### src/rtl/adc_ctrl_pkg.sv
package adc_ctrl_pkg;

  // Cycle sequencing states of the controller.
  typedef enum logic [1:0] {
    ST_IDLE  = 2'd0,
    ST_CONV  = 2'd1,
    ST_SHIFT = 2'd2
  } cyc_state_e;

endpackage

### src/rtl/adc_sck_div.sv
module adc_sck_div #(
  parameter int DIV_W = 8
) (
  input  logic             clk,
  input  logic             rst_n,
  input  logic             run,
  input  logic [DIV_W-1:0] half,
  output logic             sck,
  output logic             rise_tick,
  output logic             fall_tick
);

  logic [DIV_W-1:0] div_q;
  logic             sck_q;
  logic             hit;

  assign hit       = run && (div_q == half - 1'b1);
  assign rise_tick = hit && !sck_q;
  assign fall_tick = hit && sck_q;
  assign sck       = sck_q;

  always_ff @(posedge clk or negedge rst_n) begin
    if (!rst_n) begin
      div_q <= '0;
      sck_q <= 1'b0;
    end else if (!run) begin
      div_q <= '0;
      sck_q <= 1'b0;
    end else if (hit) begin
      div_q <= '0;
      sck_q <= ~sck_q;
    end else begin
      div_q <= div_q + 1'b1;
    end
  end

endmodule

### src/rtl/adc_frame_shift.sv
module adc_frame_shift #(
  parameter int DW   = 14,
  parameter int EC_W = 5
) (
  input  logic            clk,
  input  logic            rst_n,
  input  logic            load,
  input  logic [DW-1:0]   cfg,
  input  logic [EC_W-1:0] nedges,
  input  logic            rise,
  input  logic            fall,
  input  logic            sdo,
  output logic            din,
  output logic [DW-1:0]   rx,
  output logic            frame_done
);

  localparam logic [EC_W-1:0] DW_E = EC_W'(DW);

  logic [DW-1:0]   tx_q;
  logic [DW-1:0]   rx_q;
  logic            din_q;
  logic [EC_W-1:0] rise_cnt;
  logic [EC_W-1:0] fall_cnt;

  assign frame_done = fall && (fall_cnt == nedges - 1'b1);
  assign din        = din_q;
  assign rx         = rx_q;

  always_ff @(posedge clk or negedge rst_n) begin
    if (!rst_n) begin
      tx_q     <= '0;
      rx_q     <= '0;
      din_q    <= 1'b0;
      rise_cnt <= '0;
      fall_cnt <= '0;
    end else if (load) begin
      din_q    <= cfg[DW-1];
      tx_q     <= {cfg[DW-2:0], 1'b0};
      rx_q     <= '0;
      rise_cnt <= '0;
      fall_cnt <= '0;
    end else begin
      if (rise && (rise_cnt < DW_E)) begin
        rx_q     <= {rx_q[DW-2:0], sdo};
        rise_cnt <= rise_cnt + 1'b1;
      end
      if (fall) begin
        din_q    <= tx_q[DW-1];
        tx_q     <= {tx_q[DW-2:0], 1'b0};
        fall_cnt <= fall_cnt + 1'b1;
      end
    end
  end

endmodule

### src/rtl/adc_tag_pipe.sv
module adc_tag_pipe #(
  parameter int DW   = 14,
  parameter int CH_W = 3,
  parameter int SKIP = 3
) (
  input  logic            clk,
  input  logic            rst_n,
  input  logic            frame_done,
  input  logic [CH_W-1:0] chan_now,
  input  logic [DW-1:0]   rx,
  output logic            res_valid,
  output logic [DW-1:0]   res_data,
  output logic [CH_W-1:0] res_chan
);

  localparam int              SK_W   = $clog2(SKIP + 1);
  localparam logic [SK_W-1:0] SKIP_V = SK_W'(SKIP);

  logic [CH_W-1:0] ch_d1;
  logic [CH_W-1:0] ch_d2;
  logic [SK_W-1:0] seen;
  logic            primed;

  assign primed = (seen == SKIP_V);

  always_ff @(posedge clk or negedge rst_n) begin
    if (!rst_n) begin
      ch_d1     <= '0;
      ch_d2     <= '0;
      seen      <= '0;
      res_valid <= 1'b0;
      res_data  <= '0;
      res_chan  <= '0;
    end else if (frame_done) begin
      res_valid <= primed;
      if (!primed) seen <= seen + 1'b1;
      if (primed) begin
        res_data <= rx;
        res_chan <= ch_d2;
      end
      ch_d2 <= ch_d1;
      ch_d1 <= chan_now;
    end else begin
      res_valid <= 1'b0;
    end
  end

endmodule

### src/rtl/adc_cycle_ctrl.sv
module adc_cycle_ctrl #(
  parameter int DW     = 14,
  parameter int CNT_W  = 16,
  parameter int DIV_W  = 8,
  parameter int CH_W   = 3,
  parameter int CH_LSB = 7,
  parameter int SKIP   = 3
) (
  input  logic             clk,
  input  logic             rst_n,
  input  logic             start_req,
  input  logic [DW-1:0]    cfg_word,
  input  logic             echo_en,
  input  logic [CNT_W-1:0] conv_cycles,
  input  logic [DIV_W-1:0] sck_half,
  input  logic             sdo,
  output logic             cnv,
  output logic             sck,
  output logic             din,
  output logic             res_valid,
  output logic [DW-1:0]    res_data,
  output logic [CH_W-1:0]  res_chan
);
  import adc_ctrl_pkg::*;

  localparam int EC_W = $clog2(2 * DW + 1);

  function automatic logic [CNT_W-1:0] conv_floor(input logic [CNT_W-1:0] c);
    return (c == '0) ? CNT_W'(1) : c;
  endfunction

  function automatic logic [DIV_W-1:0] half_floor(input logic [DIV_W-1:0] h);
    return (h == '0) ? DIV_W'(1) : h;
  endfunction

  function automatic logic [EC_W-1:0] edges_for(input logic echo);
    return echo ? EC_W'(2 * DW) : EC_W'(DW);
  endfunction

  function automatic logic [CH_W-1:0] chan_field(input logic [DW-1:0] w);
    return w[CH_LSB +: CH_W];
  endfunction

  cyc_state_e       state;
  logic             cnv_q;
  logic [CNT_W-1:0] conv_cnt;
  logic [DW-1:0]    cfg_q;
  logic             echo_q;
  logic [DIV_W-1:0] half_q;

  // Named internal events, also observed by the bound checker.
  logic cyc_busy;
  logic conv_end;
  logic shift_run;
  logic rise_tick;
  logic fall_tick;
  logic frame_done;
  logic [DW-1:0] rx_word;

  assign cyc_busy  = (state != ST_IDLE);
  assign conv_end  = (state == ST_CONV) && (conv_cnt == CNT_W'(1));
  assign shift_run = (state == ST_SHIFT);
  assign cnv       = cnv_q;

  always_ff @(posedge clk or negedge rst_n) begin
    if (!rst_n) begin
      state    <= ST_IDLE;
      cnv_q    <= 1'b0;
      conv_cnt <= '0;
      cfg_q    <= '0;
      echo_q   <= 1'b0;
      half_q   <= DIV_W'(1);
    end else begin
      case (state)
        ST_IDLE: if (start_req) begin
          state    <= ST_CONV;
          cnv_q    <= 1'b1;
          conv_cnt <= conv_floor(conv_cycles);
          cfg_q    <= cfg_word;
          echo_q   <= echo_en;
          half_q   <= half_floor(sck_half);
        end
        ST_CONV: if (conv_end) begin
          state <= ST_SHIFT;
          cnv_q <= 1'b0;
        end else begin
          conv_cnt <= conv_cnt - 1'b1;
        end
        ST_SHIFT: if (frame_done) state <= ST_IDLE;
        default: state <= ST_IDLE;
      endcase
    end
  end

  adc_sck_div #(.DIV_W(DIV_W)) u_div (
    .clk       (clk),
    .rst_n     (rst_n),
    .run       (shift_run),
    .half      (half_q),
    .sck       (sck),
    .rise_tick (rise_tick),
    .fall_tick (fall_tick)
  );

  adc_frame_shift #(.DW(DW), .EC_W(EC_W)) u_shift (
    .clk        (clk),
    .rst_n      (rst_n),
    .load       (conv_end),
    .cfg        (cfg_q),
    .nedges     (edges_for(echo_q)),
    .rise       (rise_tick),
    .fall       (fall_tick),
    .sdo        (sdo),
    .din        (din),
    .rx         (rx_word),
    .frame_done (frame_done)
  );

  adc_tag_pipe #(.DW(DW), .CH_W(CH_W), .SKIP(SKIP)) u_tag (
    .clk        (clk),
    .rst_n      (rst_n),
    .frame_done (frame_done),
    .chan_now   (chan_field(cfg_q)),
    .rx         (rx_word),
    .res_valid  (res_valid),
    .res_data   (res_data),
    .res_chan   (res_chan)
  );

endmodule

### config.mk
export PLATFORM = sky130hd
export DESIGN_NAME = adc_cycle_ctrl
export DESIGN_NICKNAME = d
export VERILOG_FILES = /design/src/rtl/adc_ctrl_pkg.sv /design/src/rtl/adc_sck_div.sv /design/src/rtl/adc_frame_shift.sv /design/src/rtl/adc_tag_pipe.sv /design/src/rtl/adc_cycle_ctrl.sv
export SDC_FILE = /design/constraint.sdc
export NUM_CORES = 1
export LEC_CHECK = 0
export BUFFER_PORTS_ARGS = -buffer_cell sky130_fd_sc_hd__buf_2
export CORE_AREA = 2 2 114 138
export DETAILED_ROUTE_END_ITERATION = 10
export DIE_AREA = 0 0 116 140
export GPL_TIMING_DRIVEN = 0
export PLACE_DENSITY = 0.53
export SYNTH_ARGS = -nofsm -noshare
export SYNTH_HDL_FRONTEND = slang
export SYNTH_HIERARCHICAL = 1
export SYNTH_SLANG_ARGS = --single-unit
### constraint.sdc
create_clock -name clk -period 4.35 [get_ports clk]
set_clock_uncertainty 0.15 [all_clocks]
set_input_delay 0.435 -clock clk [delete_from_list [all_inputs] [get_ports clk]]
set_output_delay 0.435 -clock clk [all_outputs]
set_load 0.02 [all_outputs]
=== Yosys cells after proc, flatten, opt, wreduce, memory -nomap -nowiden ===
Cells that the tools add are included.
Widths: inputs -> output; s select.

* Flip-flop bits (word level): 116
* Input port bits: 43
* Output and inout bits: 21
* Logic and storage cells: 87

* Add/sub/neg operators: 7
* Magnitude comparators: 1
* Eq/ne operators: 11
* Multiplexer cells: 28
* Bitwise gates (word level): 2
* Reduce and logical (&&, ||, !) cells: 19

{| class="wikitable"
|+ Operator list
! operator !! count
|-
| $mux 14 || 4
|-
| $mux 16 || 3
|-
| $pmux 16 s2 || 1
|-
| $mux 5 || 5
|-
| $mux 8 || 3
|-
| $eq 16x1->1 const B || 1
|-
| $logic_not 16->1 || 1
|-
| $sub 16x1->16 const B || 1
|-
| $add 5x1->5 const B || 2
|-
| $ne 2x2->1 const B || 5
|-
| $reduce_and 3->1 || 3
|-
| $add 8x1->8 const B || 1
|-
| $eq 8x8->1 || 1
|-
| $logic_not 8->1 || 1
|-
| $sub 8x1->8 const B || 1
|-
| $mux 1 || 7
|-
| $logic_and 1x1->1 || 6
|-
| $mux 2 || 3
|-
| $pmux 2 s3 || 1
|-
| $reduce_and 2->1 || 3
|-
| $reduce_bool 2->1 || 3
|-
| $eq 5x5->1 || 1
|-
| $lt 5x4->1 const B || 1
|-
| $sub 5x1->5 const B || 1
|-
| other kinds (7) || 9
|}

=== Longest topological paths before layout ===
Gate-level depths: netlist of the first run.

* Depth after elaboration: 7
* Mapped depth: 15
* Depth with buffers taken out: 12

=== Hierarchy ===
The synthesis of the first run kept the hierarchy.

{| class="wikitable"
|+ By module, submodules not included
! module !! times used !! cells each !! area an instance (um^2) !! sequential area each (um^2)
|-
| adc_cycle_ctrl || 1 || 236 || 2179.6 || 1052.3
|-
| adc_frame_shift || 1 || 180 || 1785.5 || 950.9
|-
| adc_tag_pipe || 1 || 57 || 1037.2 || 650.6
|-
| adc_sck_div || 1 || 76 || 675.6 || 225.2
|}

=== Worst setup path before layout of the first run ===
No wires, ideal clock.

* Kind: reg-to-reg
* Start point: register half_q[0]
* End point: register u_tag.res_chan[0]
* Library setup time: 0.125 ns
* Arrival: 3.190 ns
* Setup slack: 0.885 ns
* Cell stages (with the launch flop): 15
* Buffers on the path: 3
* Path through: dfstp_2 inv_1 ha_1 nand2b_1 a31oi_1 o2111ai_1 nor2_1 and3_1 buf_2 o211ai_1 a2111oi_2 buf_6 nand2_8 buf_12 mux2_4

* Word-level cells in the longest chain between the ends: 6

{| class="wikitable"
|+ RTL lines
! item !! line !! RTL
|-
| from (decl) || adc_cycle_ctrl.sv:49 || <nowiki>logic [DIV_W-1:0] half_q;</nowiki>
|-
| from (signal assigned) || adc_cycle_ctrl.sv:81 || <nowiki>half_q <= half_floor(sck_half);</nowiki>
|-
| $sub 8x1->8 || adc_sck_div.sv:17 || <nowiki>assign hit = run && (div_q == half - 1'b1);</nowiki>
|-
| $eq 8x8->1 || adc_sck_div.sv:17 ||
|-
| $logic_and 1x1->1 || adc_sck_div.sv:17 ||
|-
| $logic_and 1x1->1 || adc_sck_div.sv:19 || <nowiki>assign fall_tick = hit && sck_q;</nowiki>
|-
| named net fall_tick || adc_cycle_ctrl.sv:56 || <nowiki>logic fall_tick;</nowiki>
|-
| $logic_and 1x1->1 || adc_frame_shift.sv:26 || <nowiki>assign frame_done = fall && (fall_cnt == nedges - 1'b1);</nowiki>
|-
| named net frame_done || adc_cycle_ctrl.sv:57 || <nowiki>logic frame_done;</nowiki>
|-
| $reduce_and 2->1 (no line) || - ||
|-
| to (signal assigned) || adc_tag_pipe.sv:39 || <nowiki>res_chan <= ch_d2;</nowiki>
|-
| to (decl) || adc_tag_pipe.sv:13 || <nowiki>output logic [CH_W-1:0] res_chan</nowiki>
|}

The timed path passes the listed nets, and every way through them passes these cells.
A chain may end at the register's enable or synchronous reset.

=== Worst setup path after layout of the first run ===
* Start point: register half_q[0]
* End point: register u_tag.res_data[6]

* Word-level cells in the longest chain between the ends: 6

{| class="wikitable"
|+ RTL lines
! item !! line !! RTL
|-
| $sub 8x1->8 || adc_sck_div.sv:17 ||
|-
| $eq 8x8->1 || adc_sck_div.sv:17 ||
|-
| $logic_and 1x1->1 || adc_sck_div.sv:17 ||
|-
| $logic_and 1x1->1 || adc_sck_div.sv:19 ||
|-
| named net fall_tick || adc_cycle_ctrl.sv:56 ||
|-
| $logic_and 1x1->1 || adc_frame_shift.sv:26 ||
|-
| named net frame_done || adc_cycle_ctrl.sv:57 ||
|-
| $reduce_and 2->1 (no line) || - ||
|-
| to (signal assigned) || adc_tag_pipe.sv:38 || <nowiki>res_data <= rx;</nowiki>
|-
| to (decl) || adc_tag_pipe.sv:12 || <nowiki>output logic [DW-1:0] res_data,</nowiki>
|}

The timed path passes the listed nets, and every way through them passes these cells.

==> results of run 1 <==
==> sequential cells by signal (all words and copies together), names as in the netlist <==
register and count:
state 2, half_q 8, u_tag/res_chan 3, conv_cnt 16, u_shift/rx 14, u_shift/rise_cnt 5
u_tag/res_data 14, cnv 1, echo_q 1, u_div/sck 1, u_shift/tx_q 13, u_tag/ch_d2 3
u_shift/fall_cnt 5, u_shift/din 1, u_tag/res_valid 1, u_tag/ch_d1 3, cfg_q 14, u_tag/seen 2
u_div/div_q 8
==> cell usage in the layout, fill, tap and decap left out, types with 3 or more instances in the layout <==
| cell | count |
|---|---|
| sky130_fd_sc_hd__and2_1 | 3 |
| sky130_fd_sc_hd__o211ai_1 | 4 |
| sky130_fd_sc_hd__buf_6 | 4 |
| sky130_fd_sc_hd__o22ai_1 | 3 |
| sky130_fd_sc_hd__nand2_1 | 124 |
| sky130_fd_sc_hd__nand3_1 | 9 |
| sky130_fd_sc_hd__clkbuf_1 | 12 |
| sky130_fd_sc_hd__nor3_2 | 3 |
| sky130_fd_sc_hd__and3_1 | 5 |
| sky130_fd_sc_hd__o21ai_0 | 22 |
| sky130_fd_sc_hd__inv_1 | 13 |
| sky130_fd_sc_hd__xor2_1 | 11 |
| sky130_fd_sc_hd__buf_2 | 69 |
| sky130_fd_sc_hd__nor4_1 | 6 |
| sky130_fd_sc_hd__nor2_1 | 29 |
| sky130_fd_sc_hd__mux2_4 | 9 |
| sky130_fd_sc_hd__or3_1 | 4 |
| sky130_fd_sc_hd__nand2b_1 | 11 |
| sky130_fd_sc_hd__clkinv_2 | 4 |
| sky130_fd_sc_hd__mux2i_1 | 19 |
| sky130_fd_sc_hd__clkbuf_8 | 5 |
| sky130_fd_sc_hd__ha_1 | 8 |
| sky130_fd_sc_hd__nor3_1 | 11 |
| sky130_fd_sc_hd__a41o_1 | 3 |
| sky130_fd_sc_hd__nand4_1 | 4 |
| sky130_fd_sc_hd__dfrtp_1 | 114 |
| sky130_fd_sc_hd__xnor2_1 | 18 |
| sky130_fd_sc_hd__bufinv_16 | 3 |
| sky130_fd_sc_hd__clkbuf_16 | 17 |
| sky130_fd_sc_hd__mux2_2 | 15 |
| sky130_fd_sc_hd__conb_1 | 9 |
| sky130_fd_sc_hd__a21oi_1 | 21 |
==> metrics by stage <==
stage	std cells	utilization (%)	area (um2)	hold WS (ps)
6_report	857	46.79	6942	58.60
5_1_grt	857	46.79	6942	59.65
4_1_cts	857	46.79	6942	43.03
3_5_place_dp	824	42.52	6309	215.1
3_3_place_gp	823	42.29	6275	315.8
2_1_floorplan	556	-	5704	-10.59
==> power groups by stage <==
stage	logic, mW	registers [mW]	clock network [mW]
final	0.778	1.51	1.45
after global routing	0.885	1.54	1.52
after CTS	0.785	1.50	1.48
after detailed placement	0.779	1.52	0
after global placement	0.747	1.52	0
after floorplan	0.594	1.46	0
==> timing repair <==
action,4_1_cts,5_1_grt
hold buffers,1,0
endpoints found under the setup margin,0,0
endpoints found under the hold margin,34,0
==> critical path: stages, from the launching register on <==
cell	delay (ps)
sky130_fd_sc_hd__dfstp_2	600
sky130_fd_sc_hd__inv_1	60
sky130_fd_sc_hd__ha_1	290
sky130_fd_sc_hd__nand2b_1	200
sky130_fd_sc_hd__a31oi_1	190
sky130_fd_sc_hd__o2111ai_1	270
sky130_fd_sc_hd__nor2_1	220
sky130_fd_sc_hd__and3_1	190
sky130_fd_sc_hd__buf_2	290
sky130_fd_sc_hd__o211ai_1	150
sky130_fd_sc_hd__a2111oi_2	540
sky130_fd_sc_hd__buf_6	230
sky130_fd_sc_hd__nand2_8	90
sky130_fd_sc_hd__buf_12	170
sky130_fd_sc_hd__mux2_4	290
==> layer usage <==
layer  vias up  part of all wire, %  wire length [um]
li1       2087                    -                 -
met1      2049                   46              5674
met4         0                  2.0               248
met3        23                  4.4               548
met5         -                    0                 0
met2        90                   48              5927
==> layout make-up <==
class / count / area, um2
multi-input cells: 403 / 2633
repair buffers: 65 / 359.1
well taps: 204 / 255.2
clock buffers: 23 / 498.0
flip-flops and latches: 115 / 2879
fillers: 1452 / 7895
clock inverters: 9 / 125.1
plain buffers: 24 / 137.6
inverters: 14 / 55.05
==> worst paths after layout <==
check	from	to	slack, ps	cells after the start
max reg2reg	half_q[0]	u_tag/res_data[6]	290	14
min	cfg_word[10]	cfg_q[10]	60	3
min reg2reg	cfg_q[10]	cfg_q[10]	330	2
min in group asynchronous	rst_n	u_tag/res_data[7]	350	2
max	half_q[0]	u_tag/res_data[6]	290	14
max in group asynchronous	rst_n	echo_q	2990	3
==> cells by family after synthesis <==
group           Yosys count  synth area share (%)
compound gates           80                 9.696
xor+xnor                 29                 4.473
fa+ha+maj                 8                 1.763
buf+inv                  38                 3.394
flops                   115                 50.71
mux                      43                 8.704
other cells               2                0.1323
simple gates            234                 21.13
==> impl_metrics.py, run 1 <==
metrics = {
    "place": {
        "place_worst_setup_slack_ps": 267.7,
        "io_buffers": 63,
        "place.gp.congestion": 0.8334,
        "detailed_place_hpwl_um": 8815,
    },
    "worst_setup_path": {
        "startpoint_type": "register",
        "timing.setup.critical_path_class": "reg -> reg",
        "critical_path.max_fanout": 10,
        "critical_path_rt_ps": 4490,
        "cp_data_arrival_time_ps": 4210,
        "endpoint_kind": "register",
    },
    "synth": {
        "post_synth_num_cell_types": 72,
        "synthTopCellsByCount": "124 x sky130_fd_sc_hd__nand2_1, 114 x sky130_fd_sc_hd__dfrtp_1, 29 x sky130_fd_sc_hd__nor2_1, 22 x sky130_fd_sc_hd__o21ai_0, 21 x sky130_fd_sc_hd__a21oi_1",
        "netlist_instances": 549,
        "synthMostInstantiatedCell": "sky130_fd_sc_hd__nand2_1",
        "synth_seq_area_share_pct": 50.71,
        "edff_count_synth": 0,
        "synthesis.area_per_instance_um2": 10.34,
        "yosys_most_used_dff": "sky130_fd_sc_hd__dfrtp_1",
        "yosys_register_bits": 115,
        "synth.yosys.warnings": 6,
        "cell_type_contributing_the_most_total_cell_area_after_synthesis": "sky130_fd_sc_hd__dfrtp_1",
        "leading_post_synthesis_cells_by_cell_area": "sky130_fd_sc_hd__dfrtp_1 50%, sky130_fd_sc_hd__nand2_1 8.2%, sky130_fd_sc_hd__mux2i_1 3.3%",
        "syn_std_cell_area_um2": 5678,
        "synthArstFlopShare_pct": 100.0,
        "synth_top_area_share_pct": 50.24,
    },
    "run_status": {
        "run_status": "complete, no violations",
    },
    "routing": {
        "finalWirelength_um": 12400,
        "drc_errors": 0,
        "ant_nets": 0,
        "drtIter0Drc": 186,
        "avgRoutedWirePerCell_um": 14.47,
        "first_pass_iters": 4,
        "avgViaCountPerCell": 4.958,
        "via_count": 4249,
    },
    "grt": {
        "grt_pass1_vias": 4233,
        "global_route.usage.met1_pct": 22.30,
        "met3_usage_pct": 4.154,
        "final_global_route_overflow_total": 0,
        "use_met2_pct": 25.73,
        "initial_antenna_violation_count": 0,
        "grt_first_pass_wirelength_um": 21210,
        "largest_net_degree_at_the_start_of_global_routing": 81,
        "grt.total_usage_pct": 16.65,
        "grt.busiest_layer": "met2",
    },
    "pwr": {
        "switchingPower_mw": 1.144,
        "worst_ir_drop_vdd_uv": 222.6,
        "share_seq_of_total_power_pct": 40.4,
        "static-leakage-power_nw": 3.262,
        "pwr-share-clk_pct": 38.8,
        "power.density_nw_per_um2": 537.1,
        "sw_frac_of_total_pct": 30.68,
        "intPower_mw": 2.585,
        "power_mw": 3.729,
        "combinationalPowerShare_pct": 20.9,
    },
    "die": {
        "core_region_area_um2": 14840,
        "floorplan.die.height_um": 140,
        "initial_utilization_pct": 38.27,
        "die_width_um": 116,
        "design.die.area_um2": 16240,
        "row_count": 49,
        "floorplan.io_pins": 64,
    },
    "timing": {
        "final.min_clock_period_ps": 4065,
        "timing_worst_slew_pin_value_ps": 672.0,
        "slew_headroom_pct": 54.57,
        "layout_worst_path_cycle_share_pct": 93.45,
        "setup_viol": 0,
        "max_clk_rate_ghz": 0.2460,
        "finalHoldViolations": 0,
        "fin_setup_tns_ps": 0,
        "setup_slack_ps": 285.1,
        "rsz0062_at_grt": "false",
        "slew_viol_final": 0,
    },
    "clocking": {
        "cts-root-buf": "sky130_fd_sc_hd__clkbuf_16",
        "cts_max_path_buffers": 2,
        "post_cts_resize_count": 0,
        "postCtsSetupRepairBufs": 0,
        "cts-htree-levels": 4,
        "clock_tree_from_tritoncts": "yes",
        "clkTransAtPathRegs_ps": 60,
        "clkSinkCount": 115,
        "clock_insertion_delay_worst_skew_ps": 410,
        "numCtsBuffers": 17,
    },
    "final_layout": {
        "num_antenna_cells": 0,
        "syn2layout_area_growth_pct": 22.26,
        "final_nets": 691,
        "layout-drive-gt1-share_pct": 23.74,
    },
    "hold_path": {
        "min-delay-path-class": "in -> reg",
    },
    "flow_run": {
        "maxCapViolCount": 0,
    },
}
Power figures use the tool's default switching activity.
==> inputs of run 2 (changes only) <==
--- a/config.mk
+++ b/config.mk
@@ -6,12 +6,12 @@
 export NUM_CORES = 1
 export LEC_CHECK = 0
 export BUFFER_PORTS_ARGS = -buffer_cell sky130_fd_sc_hd__buf_2
-export CORE_AREA = 2 2 114 138
+export CORE_AREA = 2 2 112 136
 export DETAILED_ROUTE_END_ITERATION = 10
-export DIE_AREA = 0 0 116 140
+export DIE_AREA = 0 0 114 138
 export GPL_TIMING_DRIVEN = 0
 export PLACE_DENSITY = 0.53
+export SLEW_MARGIN = 20
 export SYNTH_ARGS = -nofsm -noshare
 export SYNTH_HDL_FRONTEND = slang
-export SYNTH_HIERARCHICAL = 1
 export SYNTH_SLANG_ARGS = --single-unit
==> impl_metrics.py, run 2 <==
metrics = {
    "final_layout": {
        "flip_flop_count_of_the_largest_register_after_layout": 16,
        "registers.top_by_ff_count": "conv_cnt",
        "layout.cells.most_common": "sky130_fd_sc_hd__dfrtp_1",
        "multi_input_comb_area_um2": 2490,
        "layout.area.seq_um2": 2879,
        "final_nets": 661,
        "layout-drive-gt1-share_pct": 25.64,
        "fillCellCount": 1412,
        "syn2layout_area_growth_pct": 22.30,
        "finish.utilization_pct": 46.37,
        "num_antenna_cells": 0,
        "layout.cells.most_common_list": "114 x sky130_fd_sc_hd__dfrtp_1, 66 x sky130_fd_sc_hd__buf_2, 57 x sky130_fd_sc_hd__o21ai_0",
    },
    "timing": {
        "max_clk_rate_ghz": 0.3055,
        "slew_viol_final": 0,
        "slew_headroom_pct": 42.71,
        "fin_setup_tns_ps": 0,
        "finalHoldViolations": 0,
        "final.min_clock_period_ps": 3274,
        "rsz0062_at_grt": "false",
        "timing_worst_slew_pin_value_ps": 851.5,
        "setup_viol": 0,
        "layout_worst_path_cycle_share_pct": 75.26,
    },
    "synth": {
        "synth_fp_nets": 577,
        "leading_post_synthesis_cells_by_cell_area": "sky130_fd_sc_hd__dfrtp_1 52%, sky130_fd_sc_hd__mux2_2 7.1%, sky130_fd_sc_hd__o21ai_0 5.2%",
        "cell_type_contributing_the_most_total_cell_area_after_synthesis": "sky130_fd_sc_hd__dfrtp_1",
        "synth_top_area_share_pct": 51.56,
        "yosys_register_bits": 115,
        "synth.yosys.warnings": 0,
        "synthTopCellsByCount": "114 x sky130_fd_sc_hd__dfrtp_1, 57 x sky130_fd_sc_hd__o21ai_0, 44 x sky130_fd_sc_hd__nor2_1, 35 x sky130_fd_sc_hd__mux2_2, 35 x sky130_fd_sc_hd__nand2_1",
        "edff_count_synth": 0,
        "syn_std_cell_area_um2": 5533,
        "yosys_most_used_dff": "sky130_fd_sc_hd__dfrtp_1",
        "post_synth_num_cell_types": 54,
        "synthArstFlopShare_pct": 100.0,
        "synthMostInstantiatedCell": "sky130_fd_sc_hd__dfrtp_1",
        "synth_seq_area_share_pct": 52.04,
        "synthesis.area_per_instance_um2": 10.50,
        "netlist_instances": 527,
    },
    "pwr": {
        "switchingPower_mw": 0.6007,
        "pwr-share-clk_pct": 55.4,
        "intPower_mw": 2.107,
        "worst_ir_drop_vdd_uv": 207.9,
        "share_seq_of_total_power_pct": 40.3,
        "combinationalPowerShare_pct": 4.3,
        "sw_frac_of_total_pct": 22.19,
        "power.density_nw_per_um2": 400.1,
        "static-leakage-power_nw": 3.056,
    },
    "worst_setup_path": {
        "cp_data_arrival_time_ps": 3410,
        "critical_path.max_stage_delay_ps": 730,
        "reg2reg_to": "u_shift.rx[4]",
        "rr_startpoint": "conv_cnt[6]",
        "timing.setup.critical_path_class": "reg -> reg",
        "crit_end": "u_shift.rx[4]",
        "reg2reg_depth": 8,
        "critical_path_rt_ps": 4490,
        "timing.critical_path.depth": 8,
        "critical_path.max_fanout": 10,
        "crit_family": "simple AND/OR/NAND/NOR gates",
        "crit_buf_inv": 2,
        "startpoint_type": "register",
        "crit_chain": "clkbuf_1 -> nor4_1 -> nand2_1 -> nor2_1 -> nand4_1 -> clkbuf_1 -> nand2_1 -> o21ai_0",
        "endpoint_kind": "register",
        "critical_path.startpoint": "conv_cnt[6]",
        "reg2reg_slack_ps": 1080,
        "critPathSlowestCell": "sky130_fd_sc_hd__nor4_1",
    },
    "routing": {
        "via_count": 4317,
        "finalWirelength_um": 12830,
        "first_pass_iters": 5,
        "drc_errors": 0,
        "drtIter0Drc": 187,
        "avgViaCountPerCell": 5.383,
        "avgRoutedWirePerCell_um": 16.00,
        "ant_nets": 0,
    },
    "run_status": {
        "run_status": "complete, no violations",
    },
    "die": {
        "design.die.area_um2": 15730,
        "initial_utilization_pct": 37.92,
        "floorplan.die.height_um": 138,
        "core_region_area_um2": 14590,
        "floorplan.io_pins": 64,
        "die_width_um": 114,
        "row_count": 49,
    },
    "clocking": {
        "cts_max_path_buffers": 2,
        "cts-root-buf": "sky130_fd_sc_hd__clkbuf_16",
        "clkSinkCount": 115,
        "postCtsSetupRepairBufs": 0,
        "clock_tree_from_tritoncts": "yes",
        "clock_insertion_delay_worst_skew_ps": 430,
        "clkTransAtPathRegs_ps": 60,
        "numCtsBuffers": 17,
        "cts-htree-levels": 4,
    },
    "hold_path": {
        "min-delay-path-class": "in -> reg",
    },
    "grt": {
        "initial_antenna_violation_count": 0,
        "grt_first_pass_wirelength_um": 21390,
        "final_global_route_overflow_total": 0,
        "largest_net_degree_at_the_start_of_global_routing": 71,
        "grt_pass1_vias": 4366,
        "grt.total_usage_pct": 17.12,
    },
    "flow_run": {
        "maxCapViolCount": 0,
    },
    "place": {
        "detailed_place_hpwl_um": 9100,
        "io_buffers": 63,
        "place.gp.congestion": 0.8839,
    },
}
==> run 2: cell types whose count changed after synthesis, moves of 12 or more <==
cell and delta:
sky130_fd_sc_hd__nand2_1 -89, sky130_fd_sc_hd__clkbuf_1 +12, sky130_fd_sc_hd__mux2_2 +20, sky130_fd_sc_hd__a31oi_1 +13, sky130_fd_sc_hd__nand4_1 +13, sky130_fd_sc_hd__mux2i_1 -16
sky130_fd_sc_hd__nand3_1 +16, sky130_fd_sc_hd__o21ai_0 +35, sky130_fd_sc_hd__nor2_1 +15
==> run 2: final cells by class <==
class	count	share of cell area, %
Sequential cell	115	42.55
Multi-Input combinational cell	374	36.80
Clock buffer	18	6.490
Timing Repair Buffer	65	5.307
Tap cell	178	3.291
Clock inverter	14	2.996
Buffer	30	2.126
Inverter	8	0.4438
==> run 2: how the worst min path moves through the flow <==
stage	startpoint	end	slack, ps	cells past startpoint
2_1_floorplan	rst_n	cfg_q[0]	-10	0
3_3_place_gp	cfg_q[0]	u_shift.tx_q[1]	310	2
3_5_place_dp	rst_n	u_tag.res_data[8]	250	1
4_1_cts	cfg_word[3]	cfg_q[3]	80	2
5_1_grt	cfg_word[10]	cfg_q[10]	80	2
6_report	cfg_word[3]	cfg_q[3]	90	2
==> run 2: routing by layer <==
metal / global-route usage, % / wire length [um] / vias up
met5: 0 / 0 / -
met4: 7.317 / 233 / 0
met3: 5.217 / 512 / 20
met2: 26.91 / 6211 / 99
met1: 21.85 / 5876 / 2105
li1: - / - / 2093
==> run 2: per-stage QoR <==
| stage | setup slack (ps) | instances | hold WS, ps | instance area (um2) | total power, mW |
|---|---|---|---|---|---|
| after global routing | 832.9 | 802 | 82.54 | 6766 | 2.811 |
| after detailed placement | 1104 | 769 | 245.8 | 6110 | 1.229 |
| after global placement | 1161 | 768 | 310.7 | 6071 | 1.223 |
| after CTS | 1089 | 802 | 75.34 | 6761 | 2.746 |
| final | 1076 | 802 | 94.16 | 6766 | 2.707 |
| after floorplan | 1576 | 527 | -10.59 | 5533 | 1.162 |
==> run 2: power by group through the flow <==
stage / Clock (mW) / Sequential [mW] / Combinational [mW]
4_1_cts: 1.53 / 1.09 / 0.119
2_1_floorplan: 0 / 1.11 / 0.0531
6_report: 1.50 / 1.09 / 0.116
5_1_grt: 1.59 / 1.09 / 0.128
3_5_place_dp: 0 / 1.11 / 0.117
3_3_place_gp: 0 / 1.11 / 0.112
==> run 2: cell families (layout without fill, tap and decap cells) <==
family | after synthesis | count (layout) | share of synthesized area [%]
mux | 48 | 48 | 10.38
buf+inv | 38 | 135 | 3.143
compound gates | 125 | 125 | 13.30
simple gates | 177 | 177 | 16.87
xor+xnor | 17 | 17 | 2.691
fa+ha+maj | 7 | 7 | 1.583
flops | 115 | 115 | 52.04
==> run 2: what timing repair did <==
| action | CTS | global route |
|---|---|---|
| hold endpoints to repair | 45 | 0 |
| gates resized for setup | 0 | 0 |
| hold buffers | 1 | 0 |
==> inputs of run 3 (changes only) <==
--- a/config.mk
+++ b/config.mk
@@ -10,7 +10,7 @@
 export DETAILED_ROUTE_END_ITERATION = 10
 export DIE_AREA = 0 0 114 138
 export GPL_TIMING_DRIVEN = 0
-export PLACE_DENSITY = 0.53
+export PLACE_DENSITY = 0.55
 export SLEW_MARGIN = 20
 export SYNTH_ARGS = -nofsm -noshare
 export SYNTH_HDL_FRONTEND = slang
==> constraint.sdc (replaced) <==
create_clock -name clk -period 2.69 [get_ports clk]
set_clock_uncertainty 0.15 [all_clocks]
set_input_delay 0.269 -clock clk [delete_from_list [all_inputs] [get_ports clk]]
set_output_delay 0.269 -clock clk [all_outputs]
set_load 0.02 [all_outputs]
==> impl_metrics.py, run 3 (synthesized netlist as in run 2, its figures left out) <==
metrics = {
    "worst_setup_path": {
        "critical_path.max_fanout": 8,
        "startpoint_type": "register",
        "critical_path.max_stage_delay_ps": 530,
        "cp_data_arrival_time_ps": 2910,
        "crit_chain": "inv_2 -> ha_4 -> nor3b_4 -> nor3b_4 -> or4b_4 -> and2_4 -> buf_8 -> or4_4 -> a21oi_2",
        "timing.setup.critical_path_class": "reg -> reg",
        "endpoint_kind": "register",
        "worst_path_most_repeated_cell": "sky130_fd_sc_hd__nor3b_4",
        "critical_path_rt_ps": 2880,
        "critPathSlowestCell": "sky130_fd_sc_hd__dfstp_2",
    },
    "final_layout": {
        "layout.cells.most_common": "sky130_fd_sc_hd__dfrtp_1",
        "fillCellCount": 1357,
        "syn2layout_area_growth_pct": 31.93,
        "post-route-cell-area_um2": 7300,
        "final_nets": 696,
        "layout-drive-gt1-share_pct": 29.33,
        "registers.top_by_ff_count": "conv_cnt",
        "num_antenna_cells": 0,
        "flip_flop_count_of_the_largest_register_after_layout": 16,
        "layout.cells.most_common_list": "113 x sky130_fd_sc_hd__dfrtp_1, 62 x sky130_fd_sc_hd__buf_2, 56 x sky130_fd_sc_hd__o21ai_0",
    },
    "clocking": {
        "numCtsBuffers": 17,
        "cts-htree-levels": 4,
        "cts-root-buf": "sky130_fd_sc_hd__clkbuf_16",
        "cts_max_path_buffers": 2,
        "clock_tree_from_tritoncts": "yes",
        "clkTransAtPathRegs_ps": 50,
        "clock_insertion_delay_worst_skew_ps": 420,
        "clkSinkCount": 115,
    },
    "timing": {
        "timing.hold.ws_ps": 17.86,
        "finalHoldViolations": 0,
        "final.min_clock_period_ps": 2712,
        "layout_worst_path_cycle_share_pct": 100.8,
        "slew_headroom_pct": 47.43,
        "setup_slack_ps": -21.88,
        "slew_viol_final": 0,
        "timing_worst_slew_pin_value_ps": 785.1,
        "rsz0062_at_grt": "true",
        "setup_viol": 1,
        "fin_setup_tns_ps": -21.88,
        "max_clk_rate_ghz": 0.3687,
    },
    "die": {
        "floorplan.die.height_um": 138,
        "initial_utilization_pct": 37.92,
        "design.die.area_um2": 15730,
        "row_count": 49,
        "floorplan.io_pins": 64,
        "die_width_um": 114,
        "core_region_area_um2": 14590,
    },
    "place": {
        "place_area_um2": 6123,
        "place.gp.congestion": 0.8814,
        "io_buffers": 63,
        "detailed_place_hpwl_um": 8904,
    },
    "pwr": {
        "static-leakage-power_nw": 3.285,
        "power.density_nw_per_um2": 600.1,
        "worst_ir_drop_vdd_uv": 370.8,
    },
    "routing": {
        "avgViaCountPerCell": 5.367,
        "via_count": 4487,
        "drtIter0Drc": 178,
        "drc_errors": 0,
        "finalWirelength_um": 13300,
        "first_pass_iters": 4,
        "avgRoutedWirePerCell_um": 15.91,
        "ant_nets": 0,
    },
    "grt": {
        "initial_antenna_violation_count": 0,
        "largest_net_degree_at_the_start_of_global_routing": 61,
        "grt.total_usage_pct": 17.58,
        "grt_pass1_vias": 4558,
        "final_global_route_overflow_total": 0,
        "grt_first_pass_wirelength_um": 21900,
    },
    "run_status": {
        "failed_checks": "setup timing",
        "run_status": "finished with violations",
    },
    "flow_run": {
        "maxCapViolCount": 0,
    },
    "hold_path": {
        "min-delay-path-class": "in -> reg",
    },
}
[run 3: changes by cell type in the layout (fill, tap and decap cells not counted), moves of 3 or more]
cell / before / now
sky130_fd_sc_hd__a21oi_1: 26 / 23
sky130_fd_sc_hd__a21oi_2: 0 / 3
sky130_fd_sc_hd__buf_2: 66 / 62
sky130_fd_sc_hd__buf_4: 0 / 10
sky130_fd_sc_hd__clkbuf_1: 23 / 19
sky130_fd_sc_hd__clkbuf_2: 0 / 3
sky130_fd_sc_hd__clkinv_2: 0 / 4
sky130_fd_sc_hd__clkinv_4: 4 / 1
sky130_fd_sc_hd__clkinvlp_4: 4 / 1
sky130_fd_sc_hd__dlygate4sd3_1: 1 / 28
sky130_fd_sc_hd__mux2_2: 35 / 31
sky130_fd_sc_hd__mux2_4: 10 / 14
sky130_fd_sc_hd__o31ai_1: 5 / 1
sky130_fd_sc_hd__o31ai_4: 0 / 3
[run 3: metrics by stage]
stage | power [mW] | util, % | instances | setup slack (ps)
final | 4.381 | 50.03 | 836 | -21.88
after global placement | 1.979 | 41.70 | 768 | -478.2
after detailed placement | 1.989 | 41.97 | 769 | -483.7
after CTS | 4.428 | 49.11 | 836 | -62.84
after global routing | 4.533 | 50.03 | 836 | -102.8
after floorplan | 1.881 | - | 527 | 24.00
[run 3: layout make-up]
class	instances	area [um2]	share of cell area, %
Sequential cell	115	2880	39.46
Multi-Input combinational cell	374	2663	36.48
Timing Repair Buffer	101	700.7	9.599
Clock buffer	21	460.4	6.308
Tap cell	178	222.7	3.051
Buffer	29	186.4	2.554
Clock inverter	10	156.4	2.143
Inverter	8	30.03	0.4114
[run 3: worst paths after layout]
path	start	end	slack, ps	depth (start not counted)
setup / recovery	half_q[0]	u_shift.fall_cnt[2]	-20	9
hold / removal	conv_cycles[2]	conv_cnt[2]	20	3
setup reg to reg	half_q[0]	u_shift.fall_cnt[2]	-20	9
hold reg to reg	u_tag.seen[0]	u_tag.seen[0]	330	1
max in group asynchronous	rst_n	state[1]	1470	3
min in group asynchronous	rst_n	u_shift.rx[6]	240	2
[run 3: timing repair]
item | 4_1_cts | 5_1_grt
hold buffers | 28 | 0
buffers inserted | 8 | 1
gates resized for setup | 23 | 39
endpoints found under the hold margin | 81 | 0
setup endpoints to repair | 74 | 67
pin swaps | 10 | 8
[run 3: power by group]
| part | leakage (nW) | switching, mW | internal, mW | total, mW |
|---|---|---|---|---|
| clock | 0.303 | 0.779 | 1.59 | 2.36 |
| sequential | 1.49 | 0.0173 | 1.75 | 1.77 |
| combinational | 1.49 | 0.128 | 0.119 | 0.247 |
[run 3: critical path: cells and delay by family, from the launching register on]
family                     cells  cell delay, ps
AOI/OAI and AO/OA              1             140
adders and majority gates      1             150
buffers and inverters          2             190
DFF                            1             530
and+or+nand+nor                5            1480
[run 3: layer usage]
metal	vias up	routed length, um	GRT usage [%]
li1	2178	-	-
met1	2191	5921	22.20
met2	90	6601	28.70
met3	28	430	3.902
met4	0	344	7.959
met5	-	0	0
